$ cat src/rtl/edgeclk_pkg.sv
package edgeclk_pkg;

    // Controller states: counter held at zero, or counting and comparing.
    typedef enum logic {
        DIV_IDLE = 1'b0,
        DIV_RUN  = 1'b1
    } div_state_e;

endpackage

$ cat src/rtl/edgeclk_cfg_regs.sv
module edgeclk_cfg_regs
    import edgeclk_pkg::*;
#(
    parameter int CMP_W  = 4,
    parameter int PH_W   = 2,
    parameter int PH_RST = 1,
    localparam int WORD_W = 3 * CMP_W + 1 + PH_W
) (
    input  logic              clk_i,
    input  logic              rst_ni,
    input  logic              word_we_i,
    input  logic              cmp_we_i,
    input  logic [WORD_W-1:0] word_i,
    input  logic              at_wrap_i,
    output logic [CMP_W-1:0]  sh_fall_o,
    output logic              sh_src_o,
    output logic [CMP_W-1:0]  act_wrap_o,
    output logic [CMP_W-1:0]  act_rise_o,
    output logic [CMP_W-1:0]  act_fall_o,
    output logic [PH_W-1:0]   act_phase_o,
    output logic              run_o
);

    localparam int WRAP_LSB = 0;
    localparam int RISE_LSB = CMP_W;
    localparam int FALL_LSB = 2 * CMP_W;
    localparam int SRC_BIT  = 3 * CMP_W;
    localparam int PH_LSB   = 3 * CMP_W + 1;

    logic [CMP_W-1:0] sh_wrap_q, sh_rise_q, sh_fall_q;
    logic             sh_src_q;
    logic [PH_W-1:0]  sh_phase_q;
    div_state_e       state_q, state_d;
    logic             commit;

    // Shadow copy: written by software at any time.
    always_ff @(posedge clk_i or negedge rst_ni) begin
        if (!rst_ni) begin
            sh_wrap_q  <= '0;
            sh_rise_q  <= '0;
            sh_fall_q  <= '0;
            sh_src_q   <= 1'b0;
            sh_phase_q <= PH_W'(PH_RST);
        end else if (word_we_i) begin
            sh_wrap_q  <= word_i[WRAP_LSB +: CMP_W];
            sh_rise_q  <= word_i[RISE_LSB +: CMP_W];
            sh_fall_q  <= word_i[FALL_LSB +: CMP_W];
            sh_src_q   <= word_i[SRC_BIT];
            sh_phase_q <= word_i[PH_LSB +: PH_W];
        end else if (cmp_we_i) begin
            sh_wrap_q  <= word_i[WRAP_LSB +: CMP_W];
            sh_rise_q  <= word_i[RISE_LSB +: CMP_W];
            sh_fall_q  <= word_i[FALL_LSB +: CMP_W];
        end
    end

    // State register.
    always_ff @(posedge clk_i or negedge rst_ni) begin
        if (!rst_ni) begin
            state_q <= DIV_IDLE;
        end else begin
            state_q <= state_d;
        end
    end

    // Transitions: start (idle with nonzero shadow wrap), reload (wrap while
    // running), stop (reload of a zero wrap).
    always_comb begin
        state_d = state_q;
        commit  = 1'b0;
        unique case (state_q)
            DIV_IDLE: begin
                if (sh_wrap_q != '0) begin
                    commit  = 1'b1;
                    state_d = DIV_RUN;
                end
            end
            DIV_RUN: begin
                if (at_wrap_i) begin
                    commit = 1'b1;
                    if (sh_wrap_q == '0) begin
                        state_d = DIV_IDLE;
                    end
                end
            end
        endcase
    end

    // Running copy: changes only on a commit.
    always_ff @(posedge clk_i or negedge rst_ni) begin
        if (!rst_ni) begin
            act_wrap_o  <= '0;
            act_rise_o  <= '0;
            act_fall_o  <= '0;
            act_phase_o <= PH_W'(PH_RST);
        end else if (commit) begin
            act_wrap_o  <= sh_wrap_q;
            act_rise_o  <= sh_rise_q;
            act_fall_o  <= sh_fall_q;
            act_phase_o <= sh_phase_q;
        end
    end

    // State-derived outputs.
    always_comb begin
        run_o     = (state_q == DIV_RUN);
        sh_fall_o = sh_fall_q;
        sh_src_o  = sh_src_q;
    end

endmodule

$ cat src/rtl/edgeclk_counter.sv
module edgeclk_counter #(
    parameter int CMP_W = 4
) (
    input  logic             clk_i,
    input  logic             rst_ni,
    input  logic             run_i,
    input  logic [CMP_W-1:0] wrap_i,
    output logic [CMP_W-1:0] cnt_o,
    output logic             at_wrap_o
);

    logic [CMP_W-1:0] cnt_q;

    always_ff @(posedge clk_i or negedge rst_ni) begin
        if (!rst_ni) begin
            cnt_q <= '0;
        end else if (!run_i || cnt_q == wrap_i) begin
            cnt_q <= '0;
        end else begin
            cnt_q <= cnt_q + CMP_W'(1);
        end
    end

    assign cnt_o     = cnt_q;
    assign at_wrap_o = run_i && (cnt_q == wrap_i);

endmodule

$ cat src/rtl/edgeclk_offset.sv
module edgeclk_offset #(
    parameter int CMP_W = 4,
    parameter int PH_W  = 2
) (
    input  logic [CMP_W-1:0] wrap_i,
    input  logic [PH_W-1:0]  phase_i,
    input  logic [CMP_W-1:0] pos_i,
    output logic [CMP_W-1:0] pos_o
);

    localparam int DW = CMP_W + 1;
    localparam int PW = DW + PH_W;

    logic [PW-1:0] period;
    logic [PW-1:0] prod;
    logic [PW-1:0] shift;
    logic [PW-1:0] sum;
    logic [PW-1:0] unused_wrapped;

    // Shift by phase/2^PH_W of a period, then fold back into one period.
    always_comb begin
        period         = PW'(wrap_i) + PW'(1);
        prod           = period * PW'(phase_i);
        shift          = prod >> PH_W;
        sum            = PW'(pos_i) + shift;
        unused_wrapped = (sum >= period) ? (sum - period) : sum;
        pos_o          = unused_wrapped[CMP_W-1:0];
    end

endmodule

$ cat src/rtl/edgeclk_level.sv
module edgeclk_level #(
    parameter int CMP_W = 4
) (
    input  logic             clk_i,
    input  logic             rst_ni,
    input  logic             run_i,
    input  logic [CMP_W-1:0] cnt_i,
    input  logic [CMP_W-1:0] rise_i,
    input  logic [CMP_W-1:0] fall_i,
    output logic             level_o
);

    // The fall compare is tested first, so it wins a tie.
    always_ff @(posedge clk_i or negedge rst_ni) begin
        if (!rst_ni) begin
            level_o <= 1'b0;
        end else if (!run_i) begin
            level_o <= 1'b0;
        end else if (cnt_i == fall_i) begin
            level_o <= 1'b0;
        end else if (cnt_i == rise_i) begin
            level_o <= 1'b1;
        end
    end

endmodule

$ cat src/rtl/edgeclk_div.sv
module edgeclk_div
    import edgeclk_pkg::*;
#(
    parameter int CMP_W  = 4,
    parameter int PH_W   = 2,
    parameter int PH_RST = 1,
    localparam int WORD_W  = 3 * CMP_W + 1 + PH_W,
    localparam int RATIO_W = CMP_W + 1
) (
    input  logic               clk_i,
    input  logic               rst_ni,
    input  logic               word_we_i,
    input  logic               cmp_we_i,
    input  logic [WORD_W-1:0]  word_i,
    output logic               div_clk_o,
    output logic               launch_clk_o,
    output logic [RATIO_W-1:0] ratio_o,
    output logic               src_sel_o
);

    localparam int LANES    = 2;
    localparam int FALL_LSB = 2 * CMP_W;

    logic [CMP_W-1:0] sh_fall_w;
    logic             sh_src_w;
    logic [CMP_W-1:0] act_wrap_w, act_rise_w, act_fall_w;
    logic [PH_W-1:0]  act_phase_w;
    logic             run_w;
    logic [CMP_W-1:0] cnt_w;
    logic             at_wrap_w;
    logic [CMP_W-1:0] lane_rise [LANES];
    logic [CMP_W-1:0] lane_fall [LANES];
    logic             lane_lvl  [LANES];

    edgeclk_cfg_regs #(
        .CMP_W (CMP_W),
        .PH_W  (PH_W),
        .PH_RST(PH_RST)
    ) u_cfg (
        .clk_i      (clk_i),
        .rst_ni     (rst_ni),
        .word_we_i  (word_we_i),
        .cmp_we_i   (cmp_we_i),
        .word_i     (word_i),
        .at_wrap_i  (at_wrap_w),
        .sh_fall_o  (sh_fall_w),
        .sh_src_o   (sh_src_w),
        .act_wrap_o (act_wrap_w),
        .act_rise_o (act_rise_w),
        .act_fall_o (act_fall_w),
        .act_phase_o(act_phase_w),
        .run_o      (run_w)
    );

    edgeclk_counter #(
        .CMP_W(CMP_W)
    ) u_cnt (
        .clk_i    (clk_i),
        .rst_ni   (rst_ni),
        .run_i    (run_w),
        .wrap_i   (act_wrap_w),
        .cnt_o    (cnt_w),
        .at_wrap_o(at_wrap_w)
    );

    // Lane 0 is the divided clock; lane 1 is the phase-shifted launch copy.
    for (genvar g = 0; g < LANES; g++) begin : g_lane
        if (g == 0) begin : g_direct
            assign lane_rise[g] = act_rise_w;
            assign lane_fall[g] = act_fall_w;
        end else begin : g_shifted
            edgeclk_offset #(
                .CMP_W(CMP_W),
                .PH_W (PH_W)
            ) u_rise_off (
                .wrap_i (act_wrap_w),
                .phase_i(act_phase_w),
                .pos_i  (act_rise_w),
                .pos_o  (lane_rise[g])
            );
            edgeclk_offset #(
                .CMP_W(CMP_W),
                .PH_W (PH_W)
            ) u_fall_off (
                .wrap_i (act_wrap_w),
                .phase_i(act_phase_w),
                .pos_i  (act_fall_w),
                .pos_o  (lane_fall[g])
            );
        end

        edgeclk_level #(
            .CMP_W(CMP_W)
        ) u_lvl (
            .clk_i  (clk_i),
            .rst_ni (rst_ni),
            .run_i  (run_w),
            .cnt_i  (cnt_w),
            .rise_i (lane_rise[g]),
            .fall_i (lane_fall[g]),
            .level_o(lane_lvl[g])
        );
    end

    assign div_clk_o    = lane_lvl[0];
    assign launch_clk_o = lane_lvl[1];
    assign ratio_o      = RATIO_W'(sh_fall_w) + RATIO_W'(1);
    assign src_sel_o    = sh_src_w;

endmodule

$ cat config.mk
export PLATFORM = sky130hd
export DESIGN_NAME = edgeclk_div
export DESIGN_NICKNAME = d
export VERILOG_FILES = /design/src/rtl/edgeclk_pkg.sv /design/src/rtl/edgeclk_cfg_regs.sv /design/src/rtl/edgeclk_counter.sv /design/src/rtl/edgeclk_offset.sv /design/src/rtl/edgeclk_level.sv /design/src/rtl/edgeclk_div.sv
export SDC_FILE = /design/constraint.sdc
export NUM_CORES = 1
export LEC_CHECK = 0
export BUFFER_PORTS_ARGS = -buffer_cell sky130_fd_sc_hd__buf_2
export CAP_MARGIN = 30
export CORE_MARGIN = 2
export CORE_UTILIZATION = 38
export CTS_BUF_LIST = sky130_fd_sc_hd__clkbuf_16
export DETAILED_ROUTE_END_ITERATION = 7
export PLACE_DENSITY_LB_ADDON = 0.1
export SYNTH_ARGS = -nofsm -noshare
export SYNTH_HDL_FRONTEND = slang
export SYNTH_SLANG_ARGS = --single-unit
$ cat constraint.sdc
create_clock -name clk_i -period 7.11 [get_ports clk_i]
set_input_delay 0.3555 -clock clk_i [delete_from_list [all_inputs] [get_ports clk_i]]
set_output_delay 0.3555 -clock clk_i [all_outputs]
set_load 0.02 [all_outputs]
; Word-level counts from Yosys, hierarchy flattened
; Cells that the tools add are included.
[word_totals]
register_bits = 36
out_inout_bits = 8
[op_classes]
n_addsub = 7
n_mul = 1
order_cmp = 2
eq_ne = 7
muxes = 21
bitwise_logic = 1
reduce_logical = 6
[op_table]
columns = op, n
row1 = $mux W4, 9
row2 = $eq A4 B4 Y1, 5
row3 = $add A4 B5 Y6, 2
row4 = $ge A6 B5 Y1, 2
row5 = $add A4 B1 Y5 const B, 2
row6 = $mux W1, 10
row7 = $sub A4 B4 Y4, 2
row8 = $mul A5 B2 Y7, 1
row9 = $ne A3 B1 Y1 const B, 2
row10 = $add A4 B1 Y4 const B, 1
row11 = $logic_not A4 Y1, 1
row12 = $pmux W1 S2, 2
row13 = $reduce_bool A4 Y1, 1
row14 = $reduce_bool A2 Y1, 1
row15 = $logic_and A1 B1 Y1, 1
row16 = $logic_not A1 Y1, 1
row17 = $logic_or A1 B1 Y1, 1
row18 = $not A1 Y1, 1

; Logic depth before layout (Yosys ltp)
; Gate-level depths: netlist of run 1.
[logic_depth]
word_depth = 9
mapped_depth = 20
depth_no_buf = 20

; Modules after synthesis
; Synthesis of run 1 repeated with hierarchy kept, for this count alone.
[unflattened]
cells_unflattened = 253
area_unflattened_um2 = 2874.0
[by_module_without_submodules]
columns = mod, instances, cells_per_inst, area_per_inst_um2
row1 = edgeclk_offset, 2, 69, 609.3
row2 = edgeclk_cfg_regs, 1, 66, 1154.9
row3 = edgeclk_level, 2, 12, 116.4
row4 = edgeclk_counter, 1, 19, 221.5
row5 = edgeclk_div, 1, 6, 46.3

; Least setup slack after synthesis of run 1
; OpenSTA, ideal clock, no wires.
[synth_path]
path_type = register to register
from = register u_cfg.act_wrap_o[0]
to = register g_lane[1].u_lvl.level_o
arrival_ps = 4185
setup_slack_ps = 2840
path_stages_with_launch = 20
n_path_buf = 0
period_less_slack_ps = 4270
cell_sequence = dfrtp_1 > ha_1 > xor2_1 > inv_1 > nor2_1 > fa_1 > xor2_1 > inv_1 > fa_1 > inv_1 > a21o_1 > a21oi_1 > xor2_1 > ha_1 > and3_2 > a2111oi_2 > o21ai_4 > mux2i_1 > or3_1 > a32oi_1
[synth_between]
elab_chain_cells = 8
word_cells_on_any_way = 15
classes_between = add/sub (5) / mul (1) / order compare (2) / eq/ne (3) / mux (4)
[synth_lines]
columns = item, line_no
row1 = "start, declared", edgeclk_cfg_regs.sv:17  ; output logic [CMP_W-1:0] act_wrap_o,
row2 = "start signal, assigned", edgeclk_cfg_regs.sv:97  ; act_wrap_o <= sh_wrap_q;
row3 = $add A4 B1 Y5 *, edgeclk_offset.sv:22  ; period = PW'(wrap_i) + PW'(1);
row4 = $mul A5 B2 Y7, edgeclk_offset.sv:23  ; prod = period * PW'(phase_i);
row5 = $add A4 B5 Y6, edgeclk_offset.sv:25  ; sum = PW'(pos_i) + shift;
row6 = $ge A6 B5 Y1 / $sub A4 B4 Y4 (equally long branches), edgeclk_offset.sv:26  ; unused_wrapped = (sum >= period) ? (sum - period) : sum;
row7 = $mux W4, edgeclk_offset.sv:26
row8 = $eq A4 B4 Y1, edgeclk_level.sv:19  ; end else if (cnt_i == fall_i) begin
row9 = $mux W1, edgeclk_level.sv:19
row10 = $mux W1, edgeclk_level.sv:17  ; end else if (!run_i) begin
row11 = "end signal, assigned", edgeclk_level.sv:16  ; level_o <= 1'b0;
row12 = "end signal, assigned", edgeclk_level.sv:18  ; level_o <= 1'b0;
row13 = "end signal, assigned", edgeclk_level.sv:20  ; level_o <= 1'b0;
row14 = "end, declared", edgeclk_level.sv:10  ; output logic level_o
; Mark *: on every way between the ends. The rest lies on a longest branch, timed or not.
; A chain may end at the register's enable or synchronous reset.

; Final worst setup path of run 1
; Same ends and word-level chain as after synthesis.

==> flow_summary_export.csv, run 1 <==
group,metric,value,unit
run_status,status,"complete, no violations",
finish,fin_nets,324,
sta,hold_viol,0,
floorplan,start_util,39.2,%
sta,rsz0062_at_grt,"false",
min_path,min_path_type,"primary input to async pin",
drt,initialDrtViolationCount,65,
synth,ys_warn_count,0,
sta,drv_slew,0,
clock_network,worstSkewPairLatency,0.28,ns
worst_setup_path,worstSetupStartpointType,"flip-flop",
worst_setup_path,end_kind,"flip-flop",
floorplan,die_area,0.00769,mm^2
global_routing,antenna_found_initial,0,
placement,io_buffers,26,
floorplan,ios,27,
synth,netlist_top_cells_area,"dfrtp_1, ha_1, mux2_2",
synth,synth_top_area_cell,"dfrtp_1",
synth,synth_edf_count,0,
floorplan,die_w,87.7,um
global_routing,grt.total_usage,15.9,%
synth,yosysSeqAreaShare,34.0,%
placement,dpl_cell_area,0.00287,mm^2
sta,worst_clock_skew,0.00334,ns
drt,drc,0,
clock_network,cts_resized,0,
drt,dr_total_vias,1856,
placement,post-dp-hpwl,4330,um
sta,fin_crit_sh,66.5,%
finish,fillCellCount,669,
global_routing,grt_use_met2,25.5,%
clock_network,cts_made_buffers,5,
synth,async_reset_ff_share,100,%
drt,wire_per_inst,14.8,um
sta,period_needed,4.72,ns
global_routing,grt-busiest-layer,"met2",
finish,antenna_cells,0,
synth,syn_inst,249,
synth,synth_area,0.00266,mm^2
clock_network,cts_buffer_depth,2,
drt,vias_per_cell,4.98,
global_routing,grt.overflow.total,0,
clock_network,cts_tree,"built",
floorplan,core_area,0.00679,mm^2
finish,syn_to_final_growth,13.1,%
run,drv_cap,0,
worst_setup_path,critPathMaxFanout,5,
finish,drive_gt1_share,24.9,%
synth,avgSynthCellArea,10.7,um^2
sta,fmax,0.212,GHz
finish,final_cell_mix,"dfrtp_1, buf_2, ha_1",
floorplan,die_y,87.7,um
synth,synth.distinct_cells,48,
global_routing,grt_pass1_wl,9350,um
sta,max_slew.worst_pin.slew,0.913,ns
finish,final_cell_area,0.00301,mm^2
sta,finalSetupViolations,0,
synth,synth_top_area_share,32.0,%
global_routing,gr-usage-met3,3.58,%
finish,seq_area,903,um^2
sta,setup-tns-final,0,ns
global_routing,grt_max_degree,37,
drt,firstDrtPassIters,4,
floorplan,core.rowCount,30,
clock_network,clock-sinks,36,
worst_setup_path,crit_required,7.30,ns
global_routing,grt_pass1_vias,1890,
synth,synthFlopType,"dfrtp_1",
drt,routed_wl,5530,um
placement,gp_congestion,0.892,
worst_setup_path,arrival,4.92,ns
finish,layout_commonest_cell,"dfrtp_1",
drt,antenna_left,0,
clock_network,h-tree-depth,2,
synth,synth_fp_nets,297,
finish,multi_input_area,0.00165,mm^2
global_routing,use_met1,20.7,%
clock_network,cts-hold-fix-buffers,0,
clock_network,root_buffer,"clkbuf_16",
synth,ys_ff_latch,36,
worst_setup_path,crit_type,"flip-flop to flip-flop",
clock_network,clkTransAtPathRegs,0.05,ns
clock_network,post_cts_buffers,0,
sta,maxSlewHeadroom,38.9,%
## flip-flops by register name, summed over array words and instances (netlist names)
| signal | cells |
|---|---|
| u_cfg.act_fall_o | 4 |
| u_cfg.act_rise_o | 4 |
| u_cfg.act_wrap_o | 4 |
| u_cfg.sh_fall_o | 4 |
| u_cfg.sh_rise_q | 4 |
| u_cfg.sh_wrap_q | 4 |
| u_cnt.cnt_o | 4 |
| g_lane.u_lvl.level_o | 2 |
| u_cfg.act_phase_o | 2 |
| u_cfg.sh_phase_q | 2 |
| u_cfg.run_o | 1 |
| u_cfg.sh_src_o | 1 |
## per-stage QoR
step | setup slack (ns) | utilization [%] | hold WS (ns) | std cells
6_report | 2.39 | 44.3 | 0.156 | 373
5_1_grt | 1.98 | 44.3 | 0.235 | 373
4_1_cts | 2.40 | 44.3 | 0.193 | 373
3_5_place_dp | 2.43 | 42.3 | 0.482 | 365
3_3_place_gp | 2.40 | 42.3 | 0.475 | 365
2_1_floorplan | 2.84 | - | 0.0599 | 249
## cells by family after synthesis
group | synth area share, %
fa+ha+maj | 15.1
mux | 11.8
flops | 34.0
compound gates | 12.9
buf+inv | 4.09
simple gates | 9.97
xor+xnor | 12.2
## synthesized netlist by cell type (4+ instances only)
cell type and number:
xor2_1 23, ha_1 24, fa_1 5, a21oi_1 11, mux2_1 5, a21o_1 8, mux2_2 22, xnor2_1 14
inv_1 19, dfrtp_1 34, o21ai_0 5, nor2_1 13, nand2_1 10, nand4_1 4, nand3_1 5
## worst max-delay path, stage by stage, from the launching register on
cell and delay [ns]:
dfrtp_1 0.43, ha_1 0.26, xor2_1 0.16, inv_1 0.11, nor2_1 0.19, ha_1 0.28, a21o_2 0.19, a21oi_1 0.17
xnor2_1 0.20, ha_1 0.33, and3_1 0.20, nor2_1 0.14, xnor2_1 0.18, ha_1 0.31, a21oi_1 0.15, o21ai_0 0.10
a21oi_1 0.24, nand2_1 0.12, a2111oi_0 0.43, o21ai_0 0.23, a32oi_1 0.19
## per-layer routing
metal | share of wire [%] | wire length (um)
met1 | 48 | 2640
met2 | 46 | 2530
met3 | 3.3 | 184
met4 | 3.2 | 175
met5 | 0 | 0
## path summary, 6_finish.rpt
path	startpoint	end	slack, ns	depth (start not counted)
min in group clk_i	word_i[2]	u_cfg.sh_wrap_q[2]$_DFFE_PN0P_	0.30	2
min	rst_ni	u_cfg.sh_fall_o[2]$_DFFE_PN0P_	0.16	1
min reg2reg	u_cfg.sh_phase_q[0]$_DFFE_PN1P_	u_cfg.act_phase_o[0]$_DFFE_PN1P_	0.49	2
max reg2reg	u_cfg.act_wrap_o[0]$_DFFE_PN0P_	g_lane[1].u_lvl.level_o$_DFFE_PN0P_	2.39	20
max	u_cfg.act_wrap_o[0]$_DFFE_PN0P_	g_lane[1].u_lvl.level_o$_DFFE_PN0P_	2.39	20
max in group asynchronous	rst_ni	u_cfg.sh_phase_q[1]$_DFFE_PN0P_	6.45	1
## cell type report
type | instances | area share (%)
clock inverter | 3 | 0.374
clock buffer | 5 | 4.16
inverter | 19 | 2.37
timing repair buffer | 26 | 4.32
sequential | 36 | 30.0
tap | 96 | 3.99
multi-input combinational | 188 | 54.8
Power of run 1 is not shown: default switching activity piles up to over one toggle a cycle in this logic, so the estimate is an artifact.
==> run 2, diff against run 1 <==
clock period = 4.7 ns   (was 7.11 ns; I/O delays follow)
==> flow_summary_export.csv, run 2 (same netlist as run 1, synthesis figures left out) <==
group,metric,value,unit
drt,initialDrtViolationCount,51,
global_routing,antenna_found_initial,0,
worst_setup_path,worstSetupStartpointType,"flip-flop",
floorplan,ios,27,
sta,fin_crit_sh,96.2,%
worst_setup_path,cp_slowest_cell,"fa_1",
finish,fin_nets,327,
worst_setup_path,crit_required,4.89,ns
placement,dp_slack,0.0848,ns
clock_network,clock-sinks,36,
sta,fin_ws,0.178,ns
drt,wl_met2,2690,um
drt,dr_total_vias,1828,
clock_network,h-tree-depth,2,
placement,post-dp-hpwl,4400,um
sta,maxSlewHeadroom,40.0,%
clock_network,root_buffer,"clkbuf_16",
drt,drc,0,
floorplan,start_util,39.2,%
floorplan,core_area,0.00679,mm^2
floorplan,die_y,87.7,um
worst_setup_path,crit_chain,"ha_1 > and4b_1 > fa_1 > a21o_1 > a21oi_1 > xor2_1 > ha_1 > a21oi_1 > xor2_1 > ha_1 > and3_2 > a2111oi_4 > o21ai_4 > mux2i_1 > or3_1 > a32oi_1",
worst_setup_path,rr_worst_depth,16,
worst_setup_path,reg2reg_slack,0.18,ns
finish,fillCellCount,663,
floorplan,die_w,87.7,um
drt,antenna_left,0,
drt,firstDrtPassIters,4,
worst_setup_path,timing.rr.start,"u_cfg.act_wrap_o[0]$_DFFE_PN0P_",
floorplan,core.rowCount,30,
drt,wl_met3,122,um
worst_setup_path,reg2reg_to,"g_lane[1].u_lvl.level_o$_DFFE_PN0P_",
clock_network,worstSkewPairLatency,0.28,ns
global_routing,grt.total_usage,15.8,%
min_path,min_path_type,"primary input to async pin",
placement,io_buffers,26,
worst_setup_path,worst-path-buf-inv,0,
clock_network,clkTransAtPathRegs,0.06,ns
global_routing,grt.overflow.total,0,
worst_setup_path,arrival,4.71,ns
worst_setup_path,crit_family,"adder cells",
finish,antenna_cells,0,
global_routing,grt_pass1_vias,1837,
sta,hold_viol,0,
worst_setup_path,cp_slowest_stage_delay,0.43,ns
run,drv_cap,0,
worst_setup_path,crit_type,"flip-flop to flip-flop",
run_status,status,"complete, no violations",
worst_setup_path,critPathMostFrequentCell,"ha_1",
clock_network,cts_tree,"built",
finish,layout_commonest_cell,"dfrtp_1",
global_routing,grt_max_degree,37,
drt,routed_wl,5580,um
finish,fin_util,45.5,%
drt,wire_per_inst,14.8,um
sta,fmax,0.221,GHz
floorplan,die_area,0.00769,mm^2
sta,drv_slew,0,
finish,drive_gt1_share,28.9,%
clock_network,cts_buffer_depth,2,
global_routing,grt_pass1_wl,9200,um
drt,vias_per_cell,4.86,
finish,syn_to_final_growth,16.1,%
sta,worst_clock_skew,0.00344,ns
sta,max_slew.worst_pin.slew,0.897,ns
sta,finalSetupViolations,0,
drt,drt-met1-wl,2700,um
finish,final_cell_mix,"dfrtp_1, buf_2, ha_1",
clock_network,cts_made_buffers,5,
worst_setup_path,critPathMaxFanout,5,
placement,gp_congestion,0.948,
drt,routed.top_layer,"met4",
worst_setup_path,end_kind,"flip-flop",
sta,period_needed,4.52,ns
clock_network,cts-hold-fix-buffers,0,
-- run 2: changes by cell type in the layout (fill, tap and decap cells not counted), sizes merged --
cell | previous run | this run
buf | 26 | 29
clkinv | 2 | 1
clkinvlp | 0 | 2
inv | 20 | 19
-- run 2: final cells by class --
class,count,area (um^2),area share (%)
repair buffers,29,153,4.94
well taps,96,120,3.89
clock inverters,3,18.8,0.608
multi-input cells,188,1700,54.9
flip-flops and latches,36,903,29.3
inverters,19,71.3,2.31
clock buffers,5,125,4.05
-- run 2: worst register-to-register path, cell delays in order, from the launching register on --
cell	delay (ns)
dfrtp_1	0.42
ha_1	0.34
and4b_1	0.27
fa_1	0.43
a21o_1	0.17
a21oi_1	0.16
xor2_1	0.30
ha_1	0.33
a21oi_1	0.18
xor2_1	0.19
ha_1	0.30
and3_2	0.22
a2111oi_4	0.34
o21ai_4	0.13
mux2i_1	0.16
or3_1	0.32
a32oi_1	0.19
-- run 2: routing by layer --
| layer | global-route usage (%) | vias to the layer above |
|---|---|---|
| met2 | 25.8 | 26 |
| met4 | 4.90 | 0 |
| met1 | 21.5 | 860 |
| met3 | 2.83 | 6 |
| met5 | 0 | - |
| li1 | - | 936 |
-- run 2: per-stage QoR --
step	hold WS, ns	instance area [um^2]	TNS, ns	std cells
3_5_place_dp	0.374	2890	0	367
6_report	0.0414	3090	0	376
4_1_cts	0.0751	3030	0	375
3_3_place_gp	0.373	2890	0	367
2_1_floorplan	-0.0606	2660	0	249
5_1_grt	0.130	3090	-0.0201	376
-- run 2: how the worst max path moves through the flow --
stage                                     from                                  end  slack [ns]  depth (start not counted)
2_1_floorplan  u_cfg.act_wrap_o[0]$_DFFE_PN0P_  g_lane[1].u_lvl.level_o$_DFFE_PN0P_        0.43                         19
5_1_grt        u_cfg.act_wrap_o[0]$_DFFE_PN0P_  g_lane[1].u_lvl.level_o$_DFFE_PN0P_       -0.02                         16
3_3_place_gp   u_cfg.act_wrap_o[0]$_DFFE_PN0P_  g_lane[1].u_lvl.level_o$_DFFE_PN0P_        0.18                         20
4_1_cts        u_cfg.act_wrap_o[0]$_DFFE_PN0P_  g_lane[1].u_lvl.level_o$_DFFE_PN0P_        0.06                         20
3_5_place_dp   u_cfg.act_wrap_o[0]$_DFFE_PN0P_  g_lane[1].u_lvl.level_o$_DFFE_PN0P_        0.08                         20
6_report       u_cfg.act_wrap_o[0]$_DFFE_PN0P_  g_lane[1].u_lvl.level_o$_DFFE_PN0P_        0.18                         16
-- run 2: timing repair --
action                     in CTS  in global routing
gates resized for setup         0                 11
setup endpoints to repair       0                  1
setup buffers                   0                  1
Power of run 2 is left out for the same reason.
